File: src/rtl/dfifo_pkg.sv
package dfifo_pkg;
  typedef enum logic [1:0] {
    PH_IDLE   = 2'd0,
    PH_CMD    = 2'd1,
    PH_EXEC   = 2'd2,
    PH_RESULT = 2'd3
  } phase_e;
endpackage

File: src/rtl/dfifo_ram.sv
module dfifo_ram #(
  parameter int WIDTH = 8,
  parameter int DEPTH = 16
) (
  input  logic                     clk,
  input  logic                     we,
  input  logic [$clog2(DEPTH)-1:0] waddr,
  input  logic [WIDTH-1:0]         wdata,
  input  logic                     re,
  input  logic [$clog2(DEPTH)-1:0] raddr,
  output logic [WIDTH-1:0]         rdata
);
  logic [WIDTH-1:0] mem [DEPTH];

  always_ff @(posedge clk) begin
    if (we) mem[waddr] <= wdata;
  end

  always_ff @(posedge clk) begin
    if (re) rdata <= mem[raddr];
  end
endmodule

File: src/rtl/dfifo_req.sv
module dfifo_req #(
  parameter int DEPTH = 16
) (
  input  logic                       clk,
  input  logic                       rst,
  input  logic                       clear,
  input  logic                       active,
  input  logic                       dir_write,
  input  logic [$clog2(DEPTH)-1:0]   thresh,
  input  logic [$clog2(DEPTH+1)-1:0] cnt_next,
  output logic                       svc_q
);
  localparam int CW = $clog2(DEPTH + 1);

  logic [CW-1:0] th_eff;
  logic [CW-1:0] free_next;

  always_comb begin
    th_eff    = (thresh == '0) ? CW'(1) : CW'(thresh);
    free_next = CW'(DEPTH) - cnt_next;
  end

  always_ff @(posedge clk) begin
    if (rst || clear || !active) begin
      svc_q <= 1'b0;
    end else if (dir_write) begin
      if (cnt_next == CW'(DEPTH))   svc_q <= 1'b0;
      else if (free_next >= th_eff) svc_q <= 1'b1;
    end else begin
      if (cnt_next == '0)           svc_q <= 1'b0;
      else if (cnt_next >= th_eff)  svc_q <= 1'b1;
    end
  end
endmodule

File: src/rtl/dfifo_pad.sv
module dfifo_pad #(
  parameter int SECW = 10
) (
  input  logic            clk,
  input  logic            rst,
  input  logic            clear,
  input  logic            tick,
  input  logic            start,
  input  logic [SECW-1:0] sect_len,
  output logic            pad_q,
  output logic            crc_q
);
  logic [SECW-1:0] sec_q;
  logic            last;

  always_comb begin
    last = ({1'b0, sec_q} + (SECW+1)'(1)) >= {1'b0, sect_len};
  end

  always_ff @(posedge clk) begin
    if (rst || clear) begin
      sec_q <= '0;
      pad_q <= 1'b0;
      crc_q <= 1'b0;
    end else begin
      crc_q <= tick && (pad_q || start) && last;
      if (tick) sec_q <= last ? '0 : sec_q + SECW'(1);
      if (tick && last) pad_q <= 1'b0;
      else if (start)   pad_q <= 1'b1;
    end
  end
endmodule

File: src/rtl/dfifo_top.sv
module dfifo_top #(
  parameter int WIDTH = 8,
  parameter int DEPTH = 16,
  parameter int SECW  = 10
) (
  input  logic                       clk,
  input  logic                       rst,
  input  logic                       cmd_start,
  input  logic                       exec_start,
  input  logic                       result_start,
  input  logic                       dir_write,
  input  logic [$clog2(DEPTH)-1:0]   thresh,
  input  logic [SECW-1:0]            sect_len,
  input  logic                       host_wr,
  input  logic [WIDTH-1:0]           host_wdata,
  input  logic                       host_rd,
  output logic [WIDTH-1:0]           host_rdata,
  input  logic                       disk_strobe,
  input  logic [WIDTH-1:0]           disk_rdata,
  output logic [WIDTH-1:0]           disk_wdata,
  output logic                       svc_req,
  output logic [$clog2(DEPTH+1)-1:0] fill_level,
  output logic                       overrun,
  output logic                       underrun,
  output logic                       terminated,
  output logic                       pad_active,
  output logic                       crc_req
);
  import dfifo_pkg::*;

  localparam int AW = $clog2(DEPTH);
  localparam int CW = $clog2(DEPTH + 1);

  phase_e         phase_q, phase_d;
  logic [AW-1:0]  wptr_q, rptr_q;
  logic [CW-1:0]  cnt_q, cnt_d;
  logic           term_q, term_d, ovr_q, und_q, zero_q;
  logic           is_exec, flush, empty, full, wr_side, rd_side;
  logic           push, pop, und_evt, ovr_evt, pad_strobe, byte_tick, active_d;
  logic [WIDTH-1:0] push_data, ram_q;

  function automatic logic [AW-1:0] ptr_inc(input logic [AW-1:0] p);
    return (p == AW'(DEPTH - 1)) ? '0 : p + AW'(1);
  endfunction

  always_comb begin
    is_exec    = (phase_q == PH_EXEC);
    flush      = cmd_start || exec_start;
    empty      = (cnt_q == '0);
    full       = (cnt_q == CW'(DEPTH));
    wr_side    = is_exec && dir_write;
    rd_side    = is_exec && !dir_write;
    push       = wr_side ? (host_wr && !term_q && !full)
                         : (rd_side && disk_strobe && !term_q && !full);
    pop        = wr_side ? (disk_strobe && !term_q && !empty)
                         : (rd_side && host_rd && !empty);
    push_data  = dir_write ? host_wdata : disk_rdata;
    und_evt    = wr_side && disk_strobe && !term_q && empty;
    ovr_evt    = rd_side && disk_strobe && !term_q && full;
    pad_strobe = wr_side && disk_strobe && pad_active;
    byte_tick  = (wr_side && pop) || und_evt || pad_strobe;
    cnt_d      = flush ? '0 : cnt_q + CW'(push) - CW'(pop);

    if (cmd_start)         phase_d = PH_CMD;
    else if (exec_start)   phase_d = PH_EXEC;
    else if (result_start) phase_d = PH_RESULT;
    else                   phase_d = phase_q;

    if (flush || result_start)  term_d = 1'b0;
    else if (und_evt || ovr_evt) term_d = 1'b1;
    else                        term_d = term_q;

    active_d = (phase_d == PH_EXEC) && (!dir_write || !term_d);
  end

  always_ff @(posedge clk) begin
    if (rst) begin
      phase_q <= PH_IDLE;
      wptr_q  <= '0;
      rptr_q  <= '0;
      cnt_q   <= '0;
      term_q  <= 1'b0;
      ovr_q   <= 1'b0;
      und_q   <= 1'b0;
      zero_q  <= 1'b0;
    end else begin
      phase_q <= phase_d;
      cnt_q   <= cnt_d;
      term_q  <= term_d;
      if (flush) begin
        wptr_q <= '0;
        rptr_q <= '0;
        ovr_q  <= 1'b0;
        und_q  <= 1'b0;
      end else begin
        if (push)    wptr_q <= ptr_inc(wptr_q);
        if (pop)     rptr_q <= ptr_inc(rptr_q);
        if (ovr_evt) ovr_q  <= 1'b1;
        if (und_evt) und_q  <= 1'b1;
      end
      if (und_evt || pad_strobe) zero_q <= 1'b1;
      else if (wr_side && pop)   zero_q <= 1'b0;
    end
  end

  dfifo_ram #(.WIDTH(WIDTH), .DEPTH(DEPTH)) ram_i (
    .clk(clk), .we(push), .waddr(wptr_q), .wdata(push_data),
    .re(pop), .raddr(rptr_q), .rdata(ram_q)
  );

  dfifo_req #(.DEPTH(DEPTH)) req_i (
    .clk(clk), .rst(rst), .clear(flush), .active(active_d),
    .dir_write(dir_write), .thresh(thresh), .cnt_next(cnt_d), .svc_q(svc_req)
  );

  dfifo_pad #(.SECW(SECW)) pad_i (
    .clk(clk), .rst(rst), .clear(flush || result_start), .tick(byte_tick),
    .start(und_evt), .sect_len(sect_len), .pad_q(pad_active), .crc_q(crc_req)
  );

  assign host_rdata = ram_q;
  assign disk_wdata = zero_q ? '0 : ram_q;
  assign fill_level = cnt_q;
  assign overrun    = ovr_q;
  assign underrun   = und_q;
  assign terminated = term_q;
endmodule

File: config.mk
export PLATFORM = sky130hd
export DESIGN_NAME = dfifo_top
export DESIGN_NICKNAME = d
export VERILOG_FILES = /design/src/rtl/dfifo_pkg.sv /design/src/rtl/dfifo_ram.sv /design/src/rtl/dfifo_req.sv /design/src/rtl/dfifo_pad.sv /design/src/rtl/dfifo_top.sv
export SDC_FILE = /design/constraint.sdc
export NUM_CORES = 1
export LEC_CHECK = 0
export BUFFER_PORTS_ARGS = -buffer_cell sky130_fd_sc_hd__buf_4
export CORE_ASPECT_RATIO = 0.7
export CORE_UTILIZATION = 29
export DETAILED_ROUTE_END_ITERATION = 10
export PLACE_DENSITY = 0.41
export REMOVE_ABC_BUFFERS = 1
export SLEW_MARGIN = 20
export SYNTH_ARGS = -nofsm -noshare
export SYNTH_HDL_FRONTEND = slang
export SYNTH_SLANG_ARGS = --single-unit
export TNS_END_PERCENT = 1
File: constraint.sdc
create_clock -name clk -period 5.1 [get_ports clk]
set_input_delay 0.765 -clock clk [delete_from_list [all_inputs] [get_ports clk]]
set_output_delay 0.765 -clock clk [all_outputs]
set_load 0.1 [all_outputs]
==> out/results.ini <==
[timing]
setup_ws_ps=791.2
fmax_mhz=232.1
min_period_ps=4309
setup-violations-final=0
finClkSkew_ps=12.06
worst_slew_pin_slew_ps=1111
rsz0062_at_grt=false
drv_slew=0
holdWs_ps=478.6
slew_headroom_pct=25.65
finalHoldViolations=0
finalCritPeriodShare_pct=84.49
tns_ps=0

[detailed_routing]
vias_per_cell=4.764
first_pass_iters=4
drt-wirelength-per-cell_um=18.70
drc_errors=0
drt_iter0_markers=190
wl_um=17350
drtAntennaViolNets=0
vias=4421

[run]
drv_cap=0

[finish]
n_antenna_cell=0
final_area_sq_um=8906
postLayoutCoreUtil_pct=35.56
final_layout_size_suffix_gt1_share_pct=25.37
area_growth_pct=18.24
final_cells=928
most-common-layout-cells=edfxtp_1, buf_4, nor2_1, mux4_2, ha_1
nets=662
layout_commonest_cell=edfxtp_1

[cts]
cts_hold_buf=0
clk_pin_slew_ps=70
clock_latency_ps=420
clock_tree.root_cell=clkbuf_16
cts-resized-gates=0
tritoncts=done
post_cts_buffers=0
numCtsBuffers=17
clock_path_buffers=2
clock_sinks=168
htree_levels=4

[pwr]
p_sw_uw=597.1
pwr_density_cell_nw_per_um2=308.8
seqPwrFrac_pct=54.3
p_leak_nw=3.117
pwr-share-comb_pct=3.8
p_int_mw=2.153
vdd_ir_drop_max_uv=195.4
power.total_mw=2.750
clkPwrFrac_pct=41.9
switching_share_pct=21.72

[min_path]
whs_endpoint=overrun
worstHoldStart=overrun
hold_depth=2
hold_class=reg2reg

[floorplanning]
die_h_um=136.8
design.portCount=66
core_sq_um=25040
initial_core_util_pct=30.08
dieArea_sq_um=26630
std_cell_rows=48
die_x_um=194.6

[run_status]
status=completed

[synth]
postSynthCellCount=523
syn_area_sq_um=7532
ys_types=50
ys_ff_latch=168
ys_warn_count=0
avgSynthCellArea_sq_um=14.40
ys_dominant_reg_cell=edfxtp_1
async_reset_ff_share_pct=0
yosysSeqAreaShare_pct=62.72
synth_enable_flop_cells=136

[critical_path]
worstPathRequired_ps=5420
r2r_end=req_i.svc_q
worstPathArrival_ps=4620
cp-end-kind=register
start_kind=register
crit_fanout=4
timing.rr.start=fill_level[3]
reg2reg_depth=17
r2r_setup_slack_ps=790
timing_worst_setup_path_type=reg2reg

[grt]
antenna_found_initial=0
gr-total-overflow=0
grt_pass1_wl_um=26920
track_usage_pct=14.02
grt_pass1_vias=4531
grt_max_degree=37

[place]
placedCellCount=896
gp_congestion=0.7518
place_area_sq_um=8378
pre_cts_ws_ps=569.1
dpl.hpwl_um=12090
io_buffer_count=65

[routing by layer]
metal | share of wire, % | GRT usage (%) | vias up
met2 | 47 | 22.96 | 57
met4 | 0.86 | 4.101 | 0
met1 | 49 | 18.74 | 2236
met5 | 0 | 0 | -
li1 | - | - | 2119
met3 | 2.8 | 3.031 | 9
[logic make-up after synthesis]
logic type / synth area share [%]
mux: 12.23
xor+xnor: 1.512
flops: 62.72
fa+ha+maj: 5.581
simple gates: 8.638
compound gates: 6.462
buf+inv: 2.857
[area by class of cell]
class | count | area [sq um]
tap | 325 | 406.6
timing repair buffer | 70 | 525.5
sequential | 168 | 4726
multi-input combinational | 303 | 2610
clock buffer | 17 | 425.4
clock inverter | 15 | 100.1
inverter | 30 | 112.6
fill | 2390 | 16140
[worst max-delay path: stages (launching register included)]
cell and delay (ps):
dfxtp_1 340, inv_1 90, ha_1 140, nor3b_1 760, nand2b_1 180, and3_1 230
ha_1 290, inv_1 40, ha_1 190, fa_1 510, nand2_1 90, ha_1 230
xor2_1 170, ha_1 290, nor2b_1 120, o21ai_0 180, nand3_1 100, a32o_1 260
[state kept, by name (all words and copies together), names as in the netlist]
register	cells
pad_i.pad_q	1
phase_q	2
overrun	1
req_i.svc_q	1
wptr_q	4
pad_i.crc_q	1
terminated	1
ram_i.mem	128
zero_q	1
underrun	1
pad_i.sec_q	10
ram_i.rdata	8
rptr_q	4
fill_level	5
[synth_stat cells (6+ instances only)]
master	n	area [sq um]
nand2b_1	7	43.79
a21oi_1	25	125.1
edfxtp_1	136	4084
ha_1	32	400.4
mux4_2	32	720.7
nor2_1	42	157.7
nand3_1	10	50.05
nor2b_1	18	112.6
xor2_1	9	78.83
nor3_1	9	45.04
clkbuf_1	12	45.04
a32o_1	6	60.06
a211oi_1	9	67.56
o21ai_0	11	55.05
mux2i_1	11	110.1
dfxtp_1	32	640.6
mux2_2	8	90.09
inv_1	30	112.6
nand2_1	29	108.9
[power by group through the flow]
stage | clock (mW) | sequential, mW | combinational, mW
floorplan | 0 | 1.52 | 0.0515
CTS | 1.19 | 1.49 | 0.107
global route | 1.24 | 1.49 | 0.116
detailed placement | 0 | 1.52 | 0.106
finish | 1.15 | 1.49 | 0.104
global placement | 0 | 1.52 | 0.103
[worst max path at each step]
| stage | from | endpoint | slack (ps) |
|---|---|---|---|
| finish | fill_level[3] | req_i.svc_q | 790 |
| global route | fill_level[2] | req_i.svc_q | 580 |
| CTS | fill_level[3] | req_i.svc_q | 820 |
| detailed placement | dir_write | req_i.svc_q | 570 |
| global placement | dir_write | req_i.svc_q | 670 |
| floorplan | fill_level[2] | req_i.svc_q | 490 |
(Power assumes the default switching activity.)
